--- src/rtl/orx_pkg.sv ---
// Package: shared types of the operand read crossbar.
// Assumes: nothing; holds only the operand source encoding.
package orx_pkg;

    // Which of the three places an operand came from.
    typedef enum logic [1:0] {
        SRC_RF   = 2'd0,
        SRC_HOLD = 2'd1,
        SRC_XBAR = 2'd2
    } src_e;

endpackage

--- src/rtl/orx_late_hold.sv ---
// Module: orx_late_hold
// Keeps, per result lane, the result written back in the previous cycle,
// so a read issued one cycle after write-back can still see it.
// Assumes: the register file needs one extra cycle after a write, so a
// held entry is only needed for a single cycle.
module orx_late_hold #(
    parameter int NUM_EU = 3,
    parameter int IDX_W  = 6,
    parameter int DATA_W = 64
) (
    input  logic                           clk,
    input  logic                           rst_n,
    input  logic [NUM_EU-1:0]              res_vld,
    input  logic [NUM_EU-1:0][IDX_W-1:0]   res_idx,
    input  logic [NUM_EU-1:0][DATA_W-1:0]  res_data,
    output logic [NUM_EU-1:0]              hold_vld,
    output logic [NUM_EU-1:0][IDX_W-1:0]   hold_idx,
    output logic [NUM_EU-1:0][DATA_W-1:0]  hold_data
);

    for (genvar e = 0; e < NUM_EU; e++) begin : g_lane
        // Capture this lane's write-back; drop the flag when the lane is idle.
        always_ff @(posedge clk) begin
            if (!rst_n) begin
                hold_vld[e]  <= 1'b0;
                hold_idx[e]  <= '0;
                hold_data[e] <= '0;
            end else begin
                hold_vld[e] <= res_vld[e];
                if (res_vld[e]) begin
                    hold_idx[e]  <= res_idx[e];
                    hold_data[e] <= res_data[e];
                end
            end
        end

        // a valid write-back is available in the following cycle.
        a_r4_hold_loads: assert property (@(posedge clk) disable iff (!rst_n)
            res_vld[e] |=> (hold_vld[e] && hold_idx[e] == $past(res_idx[e])
                            && hold_data[e] == $past(res_data[e])));

        // an idle or invalid lane leaves nothing to bypass.
        a_r9_hold_expires: assert property (@(posedge clk) disable iff (!rst_n)
            !res_vld[e] |=> !hold_vld[e]);
    end

endmodule

--- src/rtl/orx_port_sel.sv ---
// Module: orx_port_sel
// One read port: compares its index against current and held results,
// picks crossbar > held > register file, and registers the operand.
// Assumes: at most one lane matches among current results, and at most one
// among held results (distinct destinations per cycle).
module orx_port_sel
    import orx_pkg::*;
#(
    parameter int NUM_EU = 3,
    parameter int IDX_W  = 6,
    parameter int DATA_W = 64
) (
    input  logic                           clk,
    input  logic                           rst_n,
    input  logic [IDX_W-1:0]               rd_idx,
    input  logic [DATA_W-1:0]              rf_data,
    input  logic [NUM_EU-1:0]              res_vld,
    input  logic [NUM_EU-1:0][IDX_W-1:0]   res_idx,
    input  logic [NUM_EU-1:0][DATA_W-1:0]  res_data,
    input  logic [NUM_EU-1:0]              hold_vld,
    input  logic [NUM_EU-1:0][IDX_W-1:0]   hold_idx,
    input  logic [NUM_EU-1:0][DATA_W-1:0]  hold_data,
    output logic [DATA_W-1:0]              op_q
);

    logic [NUM_EU-1:0] xb_hit;
    logic [NUM_EU-1:0] hd_hit;
    logic [DATA_W-1:0] xb_val;
    logic [DATA_W-1:0] hd_val;
    src_e              src;
    logic [DATA_W-1:0] op_d;

    for (genvar e = 0; e < NUM_EU; e++) begin : g_cmp
        // Index compare against the lane's current and held result.
        assign xb_hit[e] = res_vld[e]  && (res_idx[e]  == rd_idx);
        assign hd_hit[e] = hold_vld[e] && (hold_idx[e] == rd_idx);
    end

    // AND-OR merge of the matching lanes; one-hot by the unique-destination rule.
    always_comb begin
        xb_val = '0;
        hd_val = '0;
        for (int e = 0; e < NUM_EU; e++) begin
            xb_val = xb_val | (res_data[e]  & {DATA_W{xb_hit[e]}});
            hd_val = hd_val | (hold_data[e] & {DATA_W{hd_hit[e]}});
        end
    end

    // Source priority: youngest value first.
    always_comb begin
        if (|xb_hit)      src = SRC_XBAR;
        else if (|hd_hit) src = SRC_HOLD;
        else              src = SRC_RF;
    end

    // Operand multiplexer driven by the chosen source.
    always_comb begin
        case (src)
            SRC_XBAR: op_d = xb_val;
            SRC_HOLD: op_d = hd_val;
            default:  op_d = rf_data;
        endcase
    end

    // Operand register: the crossbar's own pipeline stage.
    always_ff @(posedge clk) begin
        if (!rst_n) op_q <= '0;
        else        op_q <= op_d;
    end

    // Assumption for R3: distinct valid destinations in one cycle.
    a_r3_single_match: assert property (@(posedge clk) disable iff (!rst_n)
        $onehot0(xb_hit));

    for (genvar e = 0; e < NUM_EU; e++) begin : g_chk
        // a live match on lane e is what the port registers.
        a_r3_direct_fwd: assert property (@(posedge clk) disable iff (!rst_n)
            xb_hit[e] |=> op_q == $past(res_data[e]));
        // a held match only wins when no live result matches.
        a_r5_hold_second: assert property (@(posedge clk) disable iff (!rst_n)
            (!(|xb_hit) && hd_hit[e]) |=> op_q == $past(hold_data[e]));
    end

    // with no match the register file value passes through.
    a_r6_rf_default: assert property (@(posedge clk) disable iff (!rst_n)
        (!(|xb_hit) && !(|hd_hit)) |=> op_q == $past(rf_data));

endmodule

--- src/rtl/orx_operand_xbar.sv ---
// Module: orx_operand_xbar (top)
// Operand read crossbar: NUM_RD registered read ports, each choosing among
// live crossbar results, results held from the previous write-back, and
// register-file data.
// Assumes: the register file returns a written value two cycles after the
// result was on the crossbar; no two valid lanes share a destination.
module orx_operand_xbar #(
    parameter int NUM_RD = 2,
    parameter int NUM_EU = 3,
    parameter int IDX_W  = 6,
    parameter int DATA_W = 64
) (
    input  logic                           clk,
    input  logic                           rst_n,
    input  logic [NUM_RD-1:0][IDX_W-1:0]   rd_idx,
    input  logic [NUM_RD-1:0][DATA_W-1:0]  rf_data,
    input  logic [NUM_EU-1:0]              res_vld,
    input  logic [NUM_EU-1:0][IDX_W-1:0]   res_idx,
    input  logic [NUM_EU-1:0][DATA_W-1:0]  res_data,
    output logic [NUM_RD-1:0][DATA_W-1:0]  op
);

    logic [NUM_EU-1:0]             hold_vld;
    logic [NUM_EU-1:0][IDX_W-1:0]  hold_idx;
    logic [NUM_EU-1:0][DATA_W-1:0] hold_data;

    // One-cycle memory of written-back results, shared by all ports.
    orx_late_hold #(
        .NUM_EU (NUM_EU),
        .IDX_W  (IDX_W),
        .DATA_W (DATA_W)
    ) u_hold (
        .clk       (clk),
        .rst_n     (rst_n),
        .res_vld   (res_vld),
        .res_idx   (res_idx),
        .res_data  (res_data),
        .hold_vld  (hold_vld),
        .hold_idx  (hold_idx),
        .hold_data (hold_data)
    );

    // One independent selector per read port.
    for (genvar p = 0; p < NUM_RD; p++) begin : g_port
        orx_port_sel #(
            .NUM_EU (NUM_EU),
            .IDX_W  (IDX_W),
            .DATA_W (DATA_W)
        ) u_sel (
            .clk       (clk),
            .rst_n     (rst_n),
            .rd_idx    (rd_idx[p]),
            .rf_data   (rf_data[p]),
            .res_vld   (res_vld),
            .res_idx   (res_idx),
            .res_data  (res_data),
            .hold_vld  (hold_vld),
            .hold_idx  (hold_idx),
            .hold_data (hold_data),
            .op_q      (op[p])
        );
    end

    // reset leaves every operand at zero.
    a_r1_reset_clear: assert property (@(posedge clk)
        !rst_n |=> op == '0);

endmodule

--- config.mk ---
export PLATFORM = sky130hd
export DESIGN_NAME = orx_operand_xbar
export DESIGN_NICKNAME = d
export VERILOG_FILES = /design/src/rtl/orx_pkg.sv /design/src/rtl/orx_late_hold.sv /design/src/rtl/orx_port_sel.sv /design/src/rtl/orx_operand_xbar.sv
export SDC_FILE = /design/constraint.sdc
export NUM_CORES = 1
export LEC_CHECK = 0
export ABC_AREA = 1
export BUFFER_PORTS_ARGS = -buffer_cell sky130_fd_sc_hd__buf_2
export CORE_MARGIN = 5
export CORE_UTILIZATION = 45
export CTS_CLUSTER_SIZE = 28
export DETAILED_ROUTE_END_ITERATION = 7
export PLACE_DENSITY = 0.74
export SLEW_MARGIN = 30
export SYNTH_ARGS = -nofsm -noshare
export SYNTH_HDL_FRONTEND = slang
export SYNTH_SLANG_ARGS = --single-unit
export TNS_END_PERCENT = 100
--- constraint.sdc ---
create_clock -name clk -period 2.55 [get_ports clk]
set_clock_uncertainty 0.05 [all_clocks]
set_input_delay 0.6375 -clock clk [delete_from_list [all_inputs] [get_ports clk]]
set_output_delay 0.6375 -clock clk [all_outputs]
set_load 0.02 [all_outputs]
==> results of run 1 <==
[per-layer routing]
layer,vias up,routed length (µm),track usage [%]
met1,11000,34300,45.6
met2,1709,40800,58.1
met4,6,4700,18.8
met3,308,11000,7.72
met5,-,34,0
li1,11400,-,-
[how the worst max path moves through the flow]
stage                            start                  endpoint  slack (ns)  cells after the start
global route        u_hold.hold_idx[7]   g_port[1].u_sel.op_q[1]        0.23                     13
floorplan                   rd_idx[11]  g_port[1].u_sel.op_q[35]        0.42                     11
finish              u_hold.hold_idx[8]   g_port[1].u_sel.op_q[1]        0.33                     12
CTS                 u_hold.hold_idx[8]   g_port[1].u_sel.op_q[1]        0.38                     12
detailed placement           rd_idx[3]  g_port[0].u_sel.op_q[13]       -0.13                     13
global placement             rd_idx[3]  g_port[0].u_sel.op_q[13]       -0.19                     13
[registers in the layout, summed over array words and instances (netlist names)]
name and flops:
g_port.u_sel.op_q 128, u_hold.hold_idx 18, u_hold.hold_vld 3, u_hold.hold_data 192
[cell families (layout without fill, tap and decap cells)]
group / after synthesis / count (layout) / synth area share [%]
AO/OA/AOI/OAI: 580 / 580 / 14.9
XOR/XNOR: 8 / 8 / 0.358
buffers and inverters: 524 / 1001 / 11.0
flip-flops: 341 / 341 / 34.9
other: 0 / 12 / 0
AND/OR/NAND/NOR: 1771 / 1771 / 38.8
[cell usage in the layout, fill, tap and decap left out, drive strengths merged]
cell type,count
o21ai,390
clkinvlp,1
diode,12
nand3b,2
and3,4
nor2,548
xnor2,5
inv,292
nand4,65
xor2,3
bufinv,2
o211ai,1
o22ai,2
nor3,46
nand2,656
a21oi,187
nand3,450
clkinv,17
clkbuf,61
buf,628
dfxtp,341
[per-stage QoR]
stage	setup TNS (ns)	setup slack, ns	utilization, %	hold slack [ns]	instance area [µm²]
floorplan	0	0.417	-	0.392	19500
global placement	-3.88	-0.187	54.5	0.409	23400
detailed placement	-2.72	-0.129	54.5	0.415	23400
CTS	0	0.384	57.7	0.248	24800
global route	0	0.227	57.8	0.272	24800
finish	0	0.329	57.8	0.265	24800
[worst reg2reg max path, stage by stage, from the launching register on]
cell,delay (ns)
dfxtp_1,0.41
inv_1,0.09
nand2_1,0.06
nand2_1,0.10
nand2_1,0.13
nor2_4,0.04
nand2_2,0.12
nand2_2,0.08
nor2_4,0.17
nand2_4,0.14
buf_4,0.21
o21ai_0,0.41
nor2_1,0.11
[power groups by stage]
stage / registers (mW) / clock network, mW / logic, mW
finish: 5.94 / 6.03 / 2.63
global route: 5.97 / 6.28 / 2.81
CTS: 5.93 / 6.06 / 2.57
detailed placement: 6.04 / 0 / 2.56
global placement: 6.04 / 0 / 2.54
floorplan: 6.19 / 0 / 1.13
[layout make-up]
type                            count  area [µm²]  share of cell area (%)
Multi-Input combinational cell   2359       10700                    43.0
Inverter                          298        1120                    4.53
Timing Repair Buffer              629        4070                    16.4
Tap cell                          585         732                    2.95
Sequential cell                   341        6830                    27.5
Antenna cell                       12        30.0                   0.121
Clock buffer                       60        1230                    4.95
Clock inverter                     14         134                   0.539
==> key figures, run 1 <==
Status
  – Outcome: finished, final reports clean

Clock network
  – Worst-path clk slew: 0.07 ns
  – # clock sinks: 341
  – Clock latency on the worst-skew pair: 0.57 ns
  – Max H-tree Level: 2
  – Root buf cell: clkbuf_16
  – CTS Hold Bufs: 0
  – # resized after CTS: 0
  – # Post-CTS Setup Buffers: 0
  – CTS tree: yes
  – Max Buffers Root-to-Sink: 3
  – CTS Buf Count: 40

Route
  – Antenna viol nets, final: 0
  – Routed len/inst: approximately 21 µm
  – Vias per std cell: 5.67
  – # DRC: 0
  – DRT iter0 DRCs: around 3000
  – Routed WL: 90.8 mm
  – Vias: 24400
  – Drt pass-1 iters: 8

STA
  – Period utilization: 87.1%
  – Worst-Margin Slew: 0.638 ns
  – Slew Limit Headroom: 57.5%
  – RSZ-0062 raised after global routing: no
  – Minimum clock period: around 2.2 ns
  – Setup violations, final: 0
  – FMAX: around 450 MHz
  – Slew Viols, Final: 0
  – Count of final hold-check violations: 0

Setup path
  – Critical path's slowest cell: dfxtp_1
  – Flop2flop setup slack: around 0.33 ns
  – Required @ worst endpoint: 2.94 ns
  – Most frequent CP cell: nand2_1
  – Worst path max stage delay: 0.41 ns
  – Critical path class: flip-flop to flip-flop
  – CP Cell Sequence: inv_1 -> nand2_1 -> nand2_1 -> nand2_1 -> nor2_4 -> nand2_2 -> nand2_2 -> nor2_4 -> nand2_4 -> buf_4 -> o21ai_0 -> nor2_1
  – Reg2reg start: u_hold.hold_idx[8]
  – Startpoint type of the worst setup path: flip-flop
  – Critical path capture point type: flip-flop
  – Crit-path leading delay family: simple AND/OR/NAND/NOR gates
  – Critical path peak fanout: 9
  – Crit path buf inv count: 2
  – Critical Path AT: 2.61 ns
  – FF-to-FF path depth: 12
  – Reg2reg end: g_port[1].u_sel.op_q[1]

Floorplanning
  – Io pins: 483
  – Core area: around 43000 µm²
  – Die ar.: approximately 48000 µm²
  – FP Rows: 76
  – Die height: ~220 µm
  – Horiz. Die Dim: 218 µm
  – Starting Density: 45.5%

Placement
  – Post-DP HPWL: 63.7 mm
  – Final Wtd Congestion: 1.02
  – Dpl cells: roughly 4200
  – Port Buf Inserts: 482

Synthesis
  – Syn Inst Count: 3224
  – Main synth FF type: dfxtp_1
  – Mapped Area: around 20000 µm²
  – Yosys warning count: 0
  – EDFF count, synth: 0
  – FF+latch count, synth: 341
  – Synth top area share: 34.9%
  – Top-count cell post-synth: nand2_1
  – Synth area leaders: dfxtp_1, nand2_1, nand3_1, nor2_1, o21ai_0
  – Syn nets: 3579
  – Top post-synthesis cells by count: nand2_1, nor2_1, nand3_1
  – Netlist cell types: 32
  – Fraction of the yosys area taken by sequential cells: 34.9%
  – Area leader, netlist: dfxtp_1
  – FFs w/ async S/R, synth: 0%
  – Syn avg cell area: 6.06 µm²

Power
  – Switching fraction of total power: between 30% and 40%
  – Pwr dens: roughly 590 nW/µm²
  – VDD IR-drop max: 408 µV
  – Pwr Total: 14.6 mW
  – Clock power share: 41.3%
  – Net Sw Power: roughly 4.5 mW
  – Power share of the sequential group: 40.7%
  – Leak pwr: 11.9 nW
  – Internal Pwr Total: between 10 and 15 mW
  – Comb pwr share: 18.0%

Final layout
  – Non-filler instance count after layout: 4298
  – # fillers: ~4300
  – Area added between synthesis and finish: 27.0%
  – Share of layout cells above drive strength 1: around a fifth
  – Final #Nets: 4024

Min path
  – Worst min path class: primary input to flip-flop
  – HP Start: rf_data[54]
  – Worst hold stages: 3
  – Hold endpoint: g_port[0].u_sel.op_q[54]

Global route
  – Global-route wire length before repair: about 130 mm
  – Initial antenna violation count: 13
  – GRT overflow: 0
  – Largest net degree at the start of global routing: 94
  – Number of global-route vias before repair: roughly 23000
  – GR Util All Layers: 36.1%

Flow run
  – Number of max-cap violations: 0
Note: power is estimated with default switching activity, not from simulation.
==> run 2: changes to the inputs <==
--- a/config.mk
+++ b/config.mk
@@ -11,7 +11,7 @@
 export CORE_UTILIZATION = 45
 export CTS_CLUSTER_SIZE = 28
 export DETAILED_ROUTE_END_ITERATION = 7
-export PLACE_DENSITY = 0.74
+export PLACE_DENSITY = 0.69
 export SLEW_MARGIN = 30
 export SYNTH_ARGS = -nofsm -noshare
 export SYNTH_HDL_FRONTEND = slang
==> run 2 against run 1 <==
Design area about the same. Sequential share of layout area about the same. Flip-flop and latch count unchanged. First-iteration DRC count is 2.0% lower. Routed wire length down 0.14%. Fmax is 1.8% higher. Count of clock-buffer cells in the layout did not move. Worst setup slack better by 0.039 ns. Register-to-register slack better by 0.04 ns. Core utilization shrank 0.055 points. Clock power increased by 0.8%.
==> key figures, run 2 (same netlist as run 1, synthesis figures left out) <==
Status
  – Outcome: finished, final reports clean

Placement
  – Port Buf Inserts: 482 (unchanged)
  – Final Wtd Congestion: 1.04 (+2.6%)
  – Dpl cells: 4218 (+0.14%)
  – Post-DP HPWL: 63.5 mm (-0.30%)

STA
  – Worst-Margin Slew: 0.800 ns (+0.163 ns)
  – FMAX: 458 MHz (+1.8%)
  – Minimum clock period: 2.18 ns (-0.0394 ns)
  – Slew Viols, Final: 0 (unchanged)
  – Slew Limit Headroom: 46.7% (-11 points)
  – RSZ-0062 raised after global routing: no
  – Period utilization: 85.5% (-1.5 points)
  – Setup violations, final: 0 (unchanged)
  – Count of final hold-check violations: 0 (unchanged)

Setup path
  – Critical path class: flip-flop to flip-flop
  – Critical path peak fanout: 43 (+34)
  – Reg2reg start: u_hold.hold_idx[13]
  – Worst path max stage delay: 0.56 ns (+0.15 ns)
  – Critical Path AT: 2.64 ns (+0.03 ns)
  – Critical path capture point type: flip-flop
  – CP Cell Sequence: inv_1 -> nand2_1 -> nand3_1 -> nor2_4 -> buf_4 -> nand3_1 -> o211ai_1 -> o21ai_0 -> nor2_1
  – Critical path's slowest cell: buf_4
  – Crit path buf inv count: 2 (unchanged)
  – Startpoint type of the worst setup path: flip-flop
  – Crit-path leading delay family: buffers and inverters
  – Reg2reg end: g_port[0].u_sel.op_q[32]
  – Most frequent CP cell: nand3_1
  – Required @ worst endpoint: 3.01 ns (+0.07 ns)
  – Flop2flop setup slack: 0.37 ns (+0.04 ns)
  – FF-to-FF path depth: 9 (-3)

Final layout
  – Area added between synthesis and finish: 26.9% (about the same)
  – Multi-input gate area: 10700 µm² (unchanged)
  – Seq. cell area: 6830 µm² (unchanged)
  – Share of layout cells above drive strength 1: 20.5% (+0.032 points)
  – Largest register FFs: 192 (unchanged)
  – Most frequent cells in the layout: nand2_1, nor2_1, buf_2
  – Largest register by flop count: u_hold.hold_data
  – Final #Nets: 4032 (+0.20%)
  – # fillers: 4349 (+0.79%)
  – Top Registers: u_hold.hold_data: 192 flops, g_port.u_sel.op_q: 128 flops, u_hold.hold_idx: 18 flops
  – Non-filler instance count after layout: 4306 (+0.19%)
  – Final core occ: 57.7% (about the same)
  – Commonest non-fill, non-tap cell in the layout: nand2_1

Global route
  – Largest net degree at the start of global routing: 94 (unchanged)
  – GR Util All Layers: 36.1% (about the same)
  – Initial antenna violation count: 18 (+5)
  – Number of global-route vias before repair: 22900 (-0.99%)
  – Global-route wire length before repair: 134 mm (-0.12%)
  – GRT overflow: 0 (unchanged)

Route
  – Drt pass-1 iters: 6 (-2)
  – Vias per std cell: 5.62 (-0.97%)
  – Vias: 24200 (-0.79%)
  – Antenna viol nets, final: 0 (unchanged)
  – DRT iter0 DRCs: 2899 (-2.0%)
  – Routed len/inst: 21.1 µm (-0.32%)
  – # DRC: 0 (unchanged)
  – Routed WL: 90.7 mm (-0.14%)

Flow run
  – Number of max-cap violations: 0 (unchanged)

Clock network
  – CTS Buf Count: 41 (+2.5%)
  – CTS tree: yes
  – Worst-path clk slew: 0.06 ns (about the same)
  – # clock sinks: 341 (unchanged)
  – Max Buffers Root-to-Sink: 3 (unchanged)
  – Clock latency on the worst-skew pair: 0.58 ns (about the same)
  – Max H-tree Level: 2 (unchanged)
  – CTS Hold Bufs: 0 (unchanged)
  – # resized after CTS: 0 (unchanged)
  – # Post-CTS Setup Buffers: 0 (unchanged)
  – Root buf cell: clkbuf_16

Min path
  – HP Start: rf_data[80]
  – Worst min path class: primary input to flip-flop
  – Hold endpoint: g_port[1].u_sel.op_q[16]
  – Worst hold stages: 3 (unchanged)

Power
  – VDD IR-drop max: 486 µV (+19%)
  – Power share of the sequential group: 40.6% (about the same)
  – Internal Pwr Total: 10.2 mW (+0.52%)
  – Leak pwr: 11.9 nW (about the same)
  – Pwr dens: 588 nW/µm² (about the same)
  – Clock power share: 41.6% (+0.3 points)
  – Switching fraction of total power: 30.2% (-0.36 points)
  – Comb pwr share: 17.8% (-0.2 points)
  – Net Sw Power: 4.41 mW (-1.2%)

Floorplanning
  – FP Rows: 76 (unchanged)
  – Starting Density: 45.5% (unchanged)
  – Die ar.: 47700 µm² (unchanged)
  – Core area: 43000 µm² (unchanged)
  – Io pins: 483 (unchanged)
  – Horiz. Die Dim: 218 µm (unchanged)
  – Die height: 218 µm (unchanged)
[run 2: worst max path at each step]
stage                   startpoint                        to  depth (start not counted)
2_1_floorplan           rd_idx[11]  g_port[1].u_sel.op_q[35]                         11
3_3_place_gp             rd_idx[7]  g_port[1].u_sel.op_q[12]                         14
3_5_place_dp             rd_idx[7]  g_port[1].u_sel.op_q[12]                         14
4_1_cts        u_hold.hold_idx[13]  g_port[0].u_sel.op_q[27]                         11
5_1_grt        u_hold.hold_idx[12]  g_port[0].u_sel.op_q[35]                         11
6_report       u_hold.hold_idx[13]  g_port[0].u_sel.op_q[32]                          9
[run 2: area by class of cell]
cell class	count	area share, %
Multi-Input combinational cell	2359	43.1
Sequential cell	341	27.5
Timing Repair Buffer	636	16.3
Clock buffer	60	4.92
Inverter	298	4.53
Tap cell	585	2.95
Clock inverter	11	0.575
Antenna cell	16	0.161
[run 2: power by group through the flow]
stage	registers (mW)	clock network [mW]	logic, mW
floorplan	6.19	0	1.13
global placement	6.03	0	2.52
detailed placement	6.03	0	2.53
CTS	5.92	6.12	2.54
global route	5.96	6.35	2.78
finish	5.93	6.08	2.59
[run 2: routing by layer]
metal	GRT usage [%]	share of wire [%]
met2	58.3	45
met3	7.24	11
met5	0	0.044
met1	46.7	39
met4	16.9	4.6
[run 2: tightest hold or removal path, cell delays in order]
cell and delay, ns:
buf_2 0.08, o21ai_1 0.06, nor2_1 0.08
[run 2: through the flow]
step           hold slack, ns  cell area [µm²]  setup TNS, ns  worst slack (ns)  total power [mW]
6_report                0.266            24800              0             0.369              14.6
5_1_grt                 0.271            24800              0             0.310              15.1
4_1_cts                 0.249            24700              0             0.499              14.6
3_5_place_dp            0.412            23400        -0.0206           -0.0206              8.56
3_3_place_gp            0.408            23400       -0.00649          -0.00649              8.55
2_1_floorplan           0.392            19500              0             0.417              7.31
